### src/rtl/rtc_irq_pkg.sv
package rtc_irq_pkg;

    localparam int DATA_W_DEF  = 8;
    localparam int ADDR_W_DEF  = 8;
    localparam int NUM_CMP_DEF = 2;
    localparam logic [7:0] FLAG_ADDR_DEF = 8'h08;

    // Bit positions that depend only on the byte width
    function automatic int ovf_pos(int dw);
        return dw - 1;
    endfunction

    function automatic int srdy_pos(int dw);
        return dw - 2;
    endfunction

    // Which bits of the flag byte hold real storage
    function automatic logic [31:0] impl_mask(int dw, int ncmp);
        logic [31:0] m;
        m = (32'd1 << ncmp) - 32'd1;
        m = m | (32'd1 << ovf_pos(dw)) | (32'd1 << srdy_pos(dw));
        return m;
    endfunction

    typedef struct packed {
        logic busy_q;
        logic pend_q;
    } sync_state_t;

endpackage

### src/rtl/rtc_sync_detect.sv
module rtc_sync_detect
    import rtc_irq_pkg::*;
(
    input  logic clk,
    input  logic rst,
    input  logic busy,
    input  logic en_cause,
    input  logic swrst_cause,
    output logic srdy_set
);
    sync_state_t st_q, st_d;
    logic fall;

    assign fall     = st_q.busy_q & ~busy;
    assign srdy_set = fall & ~st_q.pend_q;

    always_comb begin
        st_d.busy_q = busy;
        if (fall)
            st_d.pend_q = 1'b0;
        else
            st_d.pend_q = st_q.pend_q | ((en_cause | swrst_cause) & busy);
    end

    always_ff @(posedge clk) begin
        if (rst) st_q <= '0;
        else     st_q <= st_d;
    end
endmodule

### src/rtl/rtc_flag_bank.sv
module rtc_flag_bank #(
    parameter int          W    = 8,
    parameter logic [31:0] IMPL = 32'hC3
) (
    input  logic         clk,
    input  logic         rst,
    input  logic         wipe,
    input  logic [W-1:0] set_vec,
    input  logic [W-1:0] clr_vec,
    output logic [W-1:0] flags
);
    for (genvar i = 0; i < W; i++) begin : g_bit
        if (IMPL[i]) begin : g_store
            logic f_q;
            always_ff @(posedge clk) begin
                if (rst || wipe)     f_q <= 1'b0;
                else if (set_vec[i]) f_q <= 1'b1;
                else if (clr_vec[i]) f_q <= 1'b0;
            end
            assign flags[i] = f_q;
        end else begin : g_none
            assign flags[i] = 1'b0;
        end
    end
endmodule

### src/rtl/rtc_bus_port.sv
module rtc_bus_port #(
    parameter int             AW   = 8,
    parameter int             DW   = 8,
    parameter logic [AW-1:0]  ADDR = 8'h08
) (
    input  logic [AW-1:0] bus_addr,
    input  logic          bus_we,
    input  logic [DW-1:0] bus_wdata,
    input  logic [DW-1:0] flags,
    output logic [DW-1:0] clr_vec,
    output logic [DW-1:0] bus_rdata
);
    logic hit;
    assign hit       = (bus_addr == ADDR);
    assign clr_vec   = (hit && bus_we) ? bus_wdata : '0;
    assign bus_rdata = hit ? flags : '0;
endmodule

### src/rtl/rtc_irq_flags.sv
module rtc_irq_flags
    import rtc_irq_pkg::*;
#(
    parameter int                  DATA_W    = DATA_W_DEF,
    parameter int                  ADDR_W    = ADDR_W_DEF,
    parameter int                  NUM_CMP   = NUM_CMP_DEF,
    parameter logic [ADDR_W-1:0]   FLAG_ADDR = FLAG_ADDR_DEF
) (
    input  logic               clk,
    input  logic               rst,
    input  logic               ovf_evt,
    input  logic [NUM_CMP-1:0] cmp_evt,
    input  logic               sync_busy,
    input  logic               en_cause,
    input  logic               swrst_cause,
    input  logic [ADDR_W-1:0]  bus_addr,
    input  logic               bus_we,
    input  logic [DATA_W-1:0]  bus_wdata,
    output logic [DATA_W-1:0]  bus_rdata,
    input  logic [DATA_W-1:0]  irq_mask,
    output logic [DATA_W-1:0]  flags,
    output logic               irq
);
    localparam int          OVF_B  = ovf_pos(DATA_W);
    localparam int          SRDY_B = srdy_pos(DATA_W);
    localparam logic [31:0] IMPL   = impl_mask(DATA_W, NUM_CMP);

    logic              srdy_set;
    logic [DATA_W-1:0] set_vec;
    logic [DATA_W-1:0] clr_vec;

    rtc_sync_detect u_sync (
        .clk        (clk),
        .rst        (rst),
        .busy       (sync_busy),
        .en_cause   (en_cause),
        .swrst_cause(swrst_cause),
        .srdy_set   (srdy_set)
    );

    always_comb begin
        set_vec                = '0;
        set_vec[OVF_B]         = ovf_evt;
        set_vec[SRDY_B]        = srdy_set;
        set_vec[NUM_CMP-1:0]   = cmp_evt;
    end

    rtc_bus_port #(.AW(ADDR_W), .DW(DATA_W), .ADDR(FLAG_ADDR)) u_bus (
        .bus_addr (bus_addr),
        .bus_we   (bus_we),
        .bus_wdata(bus_wdata),
        .flags    (flags),
        .clr_vec  (clr_vec),
        .bus_rdata(bus_rdata)
    );

    rtc_flag_bank #(.W(DATA_W), .IMPL(IMPL)) u_bank (
        .clk    (clk),
        .rst    (rst),
        .wipe   (swrst_cause),
        .set_vec(set_vec),
        .clr_vec(clr_vec),
        .flags  (flags)
    );

    assign irq = |(flags & irq_mask);
endmodule

### config.mk
export PLATFORM = sky130hd
export DESIGN_NAME = rtc_irq_flags
export DESIGN_NICKNAME = d
export VERILOG_FILES = /design/src/rtl/rtc_irq_pkg.sv /design/src/rtl/rtc_sync_detect.sv /design/src/rtl/rtc_flag_bank.sv /design/src/rtl/rtc_bus_port.sv /design/src/rtl/rtc_irq_flags.sv
export SDC_FILE = /design/constraint.sdc
export NUM_CORES = 1
export LEC_CHECK = 0
export BUFFER_PORTS_ARGS = -buffer_cell sky130_fd_sc_hd__buf_2
export CORE_MARGIN = 3
export CORE_UTILIZATION = 30
export DETAILED_ROUTE_END_ITERATION = 12
export HOLD_SLACK_MARGIN = 0.06
export PLACE_DENSITY = 0.72
export REMOVE_ABC_BUFFERS = 1
export SLEW_MARGIN = 15
export SYNTH_ARGS = -nofsm -noshare
export SYNTH_HDL_FRONTEND = slang
export SYNTH_SLANG_ARGS = --single-unit
export TNS_END_PERCENT = 30
### constraint.sdc
create_clock -name clk -period 1.05 [get_ports clk]
set_input_delay 0.105 -clock clk [delete_from_list [all_inputs] [get_ports clk]]
set_output_delay 0.105 -clock clk [all_outputs]
set_load 0.005 [all_outputs]
* Word level (Yosys, flattened, before mapping)
Index checks and enable logic that the tools add are counted.
** Cells by class
- Reductions and logical operators :: 8
- Muxes and demuxes :: 10
- Bitwise operators :: 8
- Equality and inequality tests :: 1
** Operator list (count)
- 8-bit two-way mux :: 2
- 8-bit bitwise AND :: 1
- 8-bit by 4-bit == test with 1-bit output (second input constant) :: 1
- 1-bit two-way mux :: 8
- 2-bit nonzero test :: 4
- 8-bit OR reduction :: 1
- 1-bit bitwise AND :: 3
- 1-bit inverter :: 2
- 1-bit bitwise OR :: 2
- 2-bit OR reduction :: 1
- 1-bit logical AND :: 1
- 1-bit logical OR :: 1
** Storage, ports and cells
- Input port bits :: 33
- Word-level logic and storage cells :: 33
- Output and inout bits :: 17
- Flip-flop bits (word level) :: 6

* Depth between registers and ports, before layout
Gate-level depths: netlist of the first run.
- Depth in word-level cells :: 5
- Depth in mapped cells :: 4
- Depth with buffers taken out :: 3

* Cells and area by module
Synthesis of the first run repeated with hierarchy kept, for this count alone.
** Second synthesis, totals
- Cell total of the unflattened synthesis :: 78
- Area, all modules :: 611.8 µm²
** Modules (own cells, without submodules)
- rtc_bus_port :: instances 1, area each 271.5 µm², cells an instance 39, seq. area each 0.0 µm²
- rtc_flag_bank :: instances 1, area each 227.7 µm², cells an instance 26, seq. area each 80.1 µm²
- rtc_sync_detect :: instances 1, area each 72.6 µm², cells an instance 7, seq. area each 40.0 µm²
- rtc_irq_flags :: instances 1, area each 40.0 µm², cells an instance 6, seq. area each 0.0 µm²

* Least setup slack after synthesis of the first run
No wires, ideal clock.
- Path type :: input to output
- Start point :: input bus_addr[5]
- End point :: output bus_rdata[0]
- Path buffers :: 1
- Arrival :: 781 ps
- Stages on the path :: 4
- Required time :: 945 ps
- Slack :: 164 ps
- Cells stage by stage :: nor4_1 -> and4b_1 -> buf_4 -> and2_1
** On the way
- Word-level cells in the longest chain between the ends :: 2
** Ends and longest elaborated chain
- start: declaration :: line rtc_irq_flags.sv:16 : input logic [ADDR_W-1:0] bus_addr,
- 8-bit by 4-bit == test with 1-bit output :: line rtc_bus_port.sv:14 : assign hit = (bus_addr == ADDR);
- 8-bit two-way mux :: line rtc_bus_port.sv:16 : assign bus_rdata = hit ? flags : '0;
- end: declaration :: line rtc_irq_flags.sv:19 : output logic [DATA_W-1:0] bus_rdata,
Every way passes these cells.

* Final worst setup path of the first run
- Start point :: input bus_addr[4]
- End point :: output bus_rdata[7]
Same word-level chain as after synthesis.

==> flow_metrics.env, run 1 <==
export IMPL_drt_iter0_markers=4
export IMPL_dpl_cell_area_um2=510
export IMPL_vias=450
export IMPL_final_core_util_pct=52.8
export IMPL_leakage_nw=0.334
export IMPL_antenna_found_initial=0
export IMPL_slowest_delay_ns=0.33
export IMPL_netlist_instances=52
export IMPL_area_delta_synth_final_pct=57.8
export IMPL_postRouteAntennaNets=0
export IMPL_grt_max_degree=7
export IMPL_period_needed_ns=1.13
export IMPL_gp_congestion=0.738
export IMPL_synth_avg_cell_area_um2=7.53
export IMPL_maxCapViolCount=0
export IMPL_nFillCells=122
export IMPL_multi_input_area_um2=229
export IMPL_final_nets=121
export IMPL_htree_levels=1
export IMPL_fin_area_um2=618
export IMPL_ys_seq_area_share_pct=30.7
export IMPL_die_area_um2=1770
export IMPL_status="complete, but fails checks"
export IMPL_clkTransAtPathRegs_ns=0.05
export IMPL_io_buffers=33
export IMPL_gr_total_overflow=0
export IMPL_cts_root_buf="clkbuf_4"
export IMPL_die_w_um=42.1
export IMPL_die_height_um=42.1
export IMPL_met3_length_um=66
export IMPL_via_per_inst=4.50
export IMPL_mostFrequentLayoutCell="buf_2"
export IMPL_cp_slowest_cell="and4b_2"
export IMPL_arrival_ns=1.02
export IMPL_cts_tree="done"
export IMPL_wirelength_mm=1.12
export IMPL_critPathLaunchType="primary input"
export IMPL_grt_total_usage_pct=11.6
export IMPL_clock_latency_ns=0.24
export IMPL_numClockSinks=6
export IMPL_wl_per_cell_um=11.2
export IMPL_report_final_slew_viol_count=0
export IMPL_drc=0
export IMPL_finalWorstSetupSlack_ns=-0.0789
export IMPL_netlist_area_um2=392
export IMPL_met1_length_um=365
export IMPL_power_density_nw_per_um2=924
export IMPL_violations="negative setup slack"
export IMPL_drt_first_pass_iters=2
export IMPL_grt_pass1_wl_mm=1.55
export IMPL_ys_types=15
export IMPL_cp_data_required_time_ns=0.94
export IMPL_route_top_layer_used="met4"
export IMPL_grt_pass1_vias=391
export IMPL_path_class="in -> out"
export IMPL_ys_ff_latch=6
export IMPL_cpMostUsedCell="buf_6"
export IMPL_yosys_warnings=0
export IMPL_path_max_fanout=6
export IMPL_post_route_period_util_pct=108
export IMPL_num_rows=12
export IMPL_core_area_um2=1170
export IMPL_ir_drop_mv=0.584
export IMPL_cts_path_max_buffers=2
export IMPL_tns_ns=-0.284
export IMPL_rsz0062_at_grt="yes"
export IMPL_hpwl_um=893
export IMPL_clock_skew_ns=0.00203
export IMPL_n_antenna_cell=0
export IMPL_cts_made_buffers=3
export IMPL_end_kind="output pin"
export IMPL_initial_core_util_pct=33.4
export IMPL_hold_violations=0
export IMPL_wl_met2_um=664
export IMPL_io_pins=50
export IMPL_hold_class="in -> reg"
export IMPL_mostFrequentLayoutCells="28 x buf_2, 8 x conb_1, 6 x nor2_1, 6 x dfxtp_1"
export IMPL_setup_viol=4
export IMPL_max_freq_mhz=886
export IMPL_drive_gt1_share_pct=52.3
export IMPL_seqCellArea_um2=120
export IMPL_crit_chain="buf_6 -> nor4_4 -> and4b_2 -> and2_4 -> buf_6"
-- metal layers --
| layer | vias up | track usage [%] |
|---|---|---|
| met1 | 208 | 9.67 |
| met4 | 0 | 7.45 |
| met3 | 2 | 3.86 |
| li1 | 224 | - |
| met2 | 16 | 22.5 |
| met5 | - | 0 |
-- worst max-delay path: cells and delay by family --
| family | cells | cell delay [ns] |
|---|---|---|
| AND/OR/NAND/NOR | 3 | 0.74 |
| buffers and inverters | 2 | 0.19 |
-- synthesized netlist by cell type --
master	count	area [um2]
buf_4	13	97.6
dfxtp_1	6	120
nor2_1	6	22.5
a21oi_1	5	25.0
nand2_1	5	18.8
and2_1	4	25.0
o21ai_0	4	20.0
a22oi_1	2	15.0
and4b_1	1	10.0
conb_1	1	3.75
nand2b_1	1	6.26
nor2b_1	1	6.26
nor3b_1	1	7.51
nor4_1	1	6.26
o31ai_1	1	7.51
-- final cells by class --
| class | count | area share (%) |
|---|---|---|
| timing repair buffer | 37 | 37.0 |
| sequential | 6 | 19.4 |
| clock buffer | 3 | 3.64 |
| multi-input combinational | 40 | 37.0 |
| tap | 14 | 2.83 |
-- repair_timing --
item,4_1_cts,5_1_grt
hold buffers,1,0
endpoints found under the hold margin,2,0
gates resized for setup,4,8
buffers inserted,2,0
pin swaps,6,3
endpoints found under the setup margin,5,5
-- report_power, final --
part | total, mW | switching [mW] | internal (mW)
Combinational | 0.108 | 0.0469 | 0.0615
Clock | 0.213 | 0.0836 | 0.129
Sequential | 0.250 | 0.00984 | 0.240
-- final timing paths --
path	cells after the start	slack, ns	startpoint	end
setup / recovery	5	-0.08	bus_addr[4]	bus_rdata[7]
hold / removal	2	0.10	sync_busy	u_sync.st_q[1]$_SDFF_PP0_
setup reg to reg	3	0.16	u_sync.st_q[1]$_SDFF_PP0_	u_bank.g_bit[6].g_store.f_q$_SDFFE_PP0P_
hold reg to reg	2	0.49	u_sync.st_q[0]$_SDFF_PP0_	u_sync.st_q[0]$_SDFF_PP0_
-- registers in the layout (all words and copies together), names as in the netlist --
name,flops
u_sync.st_q,2
u_bank.g_bit.g_store.f_q,4
-- cells by family after synthesis --
kind of cell    count (synthesis)  share of synthesized area [%]
compound gates                 12                           17.3
buf+inv                        13                           24.9
flops                           6                           30.7
other cells                     1                          0.958
simple gates                   20                           26.2
-- per-stage QoR --
| step | total power [mW] | worst slack (ns) | hold slack, ns | std cells |
|---|---|---|---|---|
| 2_1_floorplan | 0.284 | 0.156 | 0.174 | 46 |
| 3_3_place_gp | 0.343 | -0.0719 | 0.296 | 94 |
| 3_5_place_dp | 0.347 | -0.0905 | 0.303 | 94 |
| 4_1_cts | 0.571 | -0.0465 | 0.0945 | 100 |
| 5_1_grt | 0.606 | -0.112 | 0.117 | 100 |
| 6_report | 0.571 | -0.0789 | 0.101 | 100 |
(Power assumes the default switching activity.)
==> run 2: changes to the inputs <==
--- a/config.mk
+++ b/config.mk
@@ -6,11 +6,11 @@
 export NUM_CORES = 1
 export LEC_CHECK = 0
 export BUFFER_PORTS_ARGS = -buffer_cell sky130_fd_sc_hd__buf_2
-export CORE_MARGIN = 3
-export CORE_UTILIZATION = 30
+export CORE_AREA = 3 3 40 42
 export DETAILED_ROUTE_END_ITERATION = 12
+export DIE_AREA = 0 0 43 45
 export HOLD_SLACK_MARGIN = 0.06
-export PLACE_DENSITY = 0.72
+export PLACE_DENSITY = 0.71
 export REMOVE_ABC_BUFFERS = 1
 export SLEW_MARGIN = 15
 export SYNTH_ARGS = -nofsm -noshare
==> constraint.sdc (replaced) <==
create_clock -name clk -period 1.3 [get_ports clk]
set_input_delay 0.13 -clock clk [delete_from_list [all_inputs] [get_ports clk]]
set_output_delay 0.13 -clock clk [all_outputs]
set_load 0.005 [all_outputs]
==> flow_metrics.env, run 2 (synthesis results as in run 1) <==
export IMPL_maxCapViolCount=0
export IMPL_via_per_inst=4.33
export IMPL_drt_iter0_markers=4
export IMPL_drt_first_pass_iters=2
export IMPL_largest_reg_flops=4
export IMPL_post_cts_buffers=0
export IMPL_path_buf_inv=2
export IMPL_crit_chain="buf_2 -> nor4_1 -> and4b_1 -> and2_1 -> buf_2"
export IMPL_period_needed_ns=1.16
export IMPL_arrival_ns=1.03
export IMPL_gp_congestion=0.643
export IMPL_slowest_delay_ns=0.33
export IMPL_mostFrequentLayoutCell="buf_2"
export IMPL_postCtsHoldBufs=0
export IMPL_hold_class="in -> reg"
export IMPL_status="finished clean"
export IMPL_leakage_nw=0.312
export IMPL_grt_total_usage_pct=11.1
export IMPL_clock_skew_ns=0.00386
export IMPL_largest_register="u_bank.g_bit.g_store.f_q"
export IMPL_crit_start="bus_addr[5]"
export IMPL_cts_made_buffers=3
export IMPL_grt_pass1_vias=390
export IMPL_final_core_util_pct=42.2
export IMPL_initial_core_util_pct=30.5
export IMPL_cts_tree="done"
export IMPL_cts_root_buf="clkbuf_4"
export IMPL_report_final_slew_viol_count=0
export IMPL_tns_ns=0
export IMPL_cpMostUsedCell="buf_2"
export IMPL_grt_pass1_wl_mm=1.55
export IMPL_postRouteAntennaNets=0
export IMPL_endpoint="bus_rdata[7]"
export IMPL_ir_drop_mv=0.426
export IMPL_rrSetupSlack_ns=0.43
export IMPL_wirelength_mm=1.00
export IMPL_die_height_um=45
export IMPL_gr_total_overflow=0
export IMPL_numClockSinks=6
export IMPL_drive_gt1_share_pct=45.2
export IMPL_num_rows=13
export IMPL_post_route_period_util_pct=89.4
export IMPL_wl_per_cell_um=10.1
export IMPL_reg2reg_depth=3
export IMPL_vias=429
export IMPL_clock_latency_ns=0.25
export IMPL_cp_data_required_time_ns=1.17
export IMPL_final_nets=119
export IMPL_r2r_end="u_bank.g_bit[6].g_store.f_q$_SDFFE_PP0P_"
export IMPL_core_area_um2=1280
export IMPL_grt_max_degree=7
export IMPL_setup_viol=0
export IMPL_reg_top3="u_bank.g_bit.g_store.f_q x4, u_sync.st_q x2"
export IMPL_rsz0062_at_grt="no"
export IMPL_io_buffers=33
export IMPL_io_pins=50
export IMPL_cp_slowest_cell="and4b_1"
export IMPL_end_kind="output pin"
export IMPL_antenna_found_initial=0
export IMPL_die_area_um2=1940
export IMPL_n_antenna_cell=0
export IMPL_cpLargestDelayFamily="simple AND/OR/NAND/NOR gates"
export IMPL_total_power_mw=0.452
export IMPL_clkTransAtPathRegs_ns=0.05
export IMPL_die_w_um=43
export IMPL_nFillCells=144
export IMPL_post_cts_resized=0
export IMPL_mostFrequentLayoutCells="33 x buf_2, 8 x conb_1, 6 x nor2_1, 6 x dfxtp_1"
export IMPL_path_max_fanout=6
export IMPL_hold_violations=0
export IMPL_max_freq_mhz=861
export IMPL_drc=0
export IMPL_htree_levels=1
export IMPL_critPathLaunchType="primary input"
export IMPL_crit_cells=5
export IMPL_area_delta_synth_final_pct=38.3
export IMPL_power_density_nw_per_um2=834
export IMPL_r2r_start="u_sync.st_q[0]$_SDFF_PP0_"
export IMPL_path_class="in -> out"
export IMPL_cts_path_max_buffers=2
-- run 2: power by group --
group / total, mW / switching [mW] / internal (mW)
Clock: 0.175 / 0.0707 / 0.105
Sequential: 0.201 / 0.00688 / 0.194
Combinational: 0.0758 / 0.0337 / 0.0421
Total: 0.452 / 0.111 / 0.341
-- run 2: routing by layer --
| layer | GRT usage, % | share of wire, % | vias to the layer above | wire [um] |
|---|---|---|---|---|
| li1 | - | - | 219 | - |
| met5 | 0 | 0 | - | 0 |
| met1 | 10.2 | 36 | 185 | 365 |
| met3 | 5.98 | 11 | 2 | 113 |
| met2 | 21.0 | 51 | 23 | 514 |
| met4 | 3.61 | 0.80 | 0 | 8 |
-- run 2: worst min-delay path by stage --
stage,startpoint,endpoint,cells past startpoint
after floorplan,rst,u_sync.st_q[0]$_SDFF_PP0_,1
after global placement,rst,u_sync.st_q[0]$_SDFF_PP0_,2
after detailed placement,rst,u_sync.st_q[0]$_SDFF_PP0_,2
after CTS,rst,u_sync.st_q[0]$_SDFF_PP0_,2
after global routing,rst,u_sync.st_q[0]$_SDFF_PP0_,2
final,rst,u_sync.st_q[0]$_SDFF_PP0_,2
-- run 2: worst reg2reg max path, delay by kind of cell (launching register included) --
kind	cells	cell delay (ns)
DFF	1	0.32
AOI/OAI and AO/OA	2	0.23
and+or+nand+nor	1	0.24
-- run 2: area by class of cell --
cell class,instances,area (um2),area share (%)
clock buffer,3,22.5,4.16
multi-input combinational,40,200,37.0
sequential,6,120,22.2
timing repair buffer,35,180,33.3
tap,15,18.8,3.46
-- run 2: through the flow --
stage,std cells,setup WS [ns],hold WS (ns),instance area (um2)
floorplan,46,0.356,0.199,320
global placement,96,0.122,0.322,519
detailed placement,96,0.124,0.329,519
CTS,99,0.120,0.0617,542
global route,99,0.0659,0.0773,542
finish,99,0.138,0.0664,542
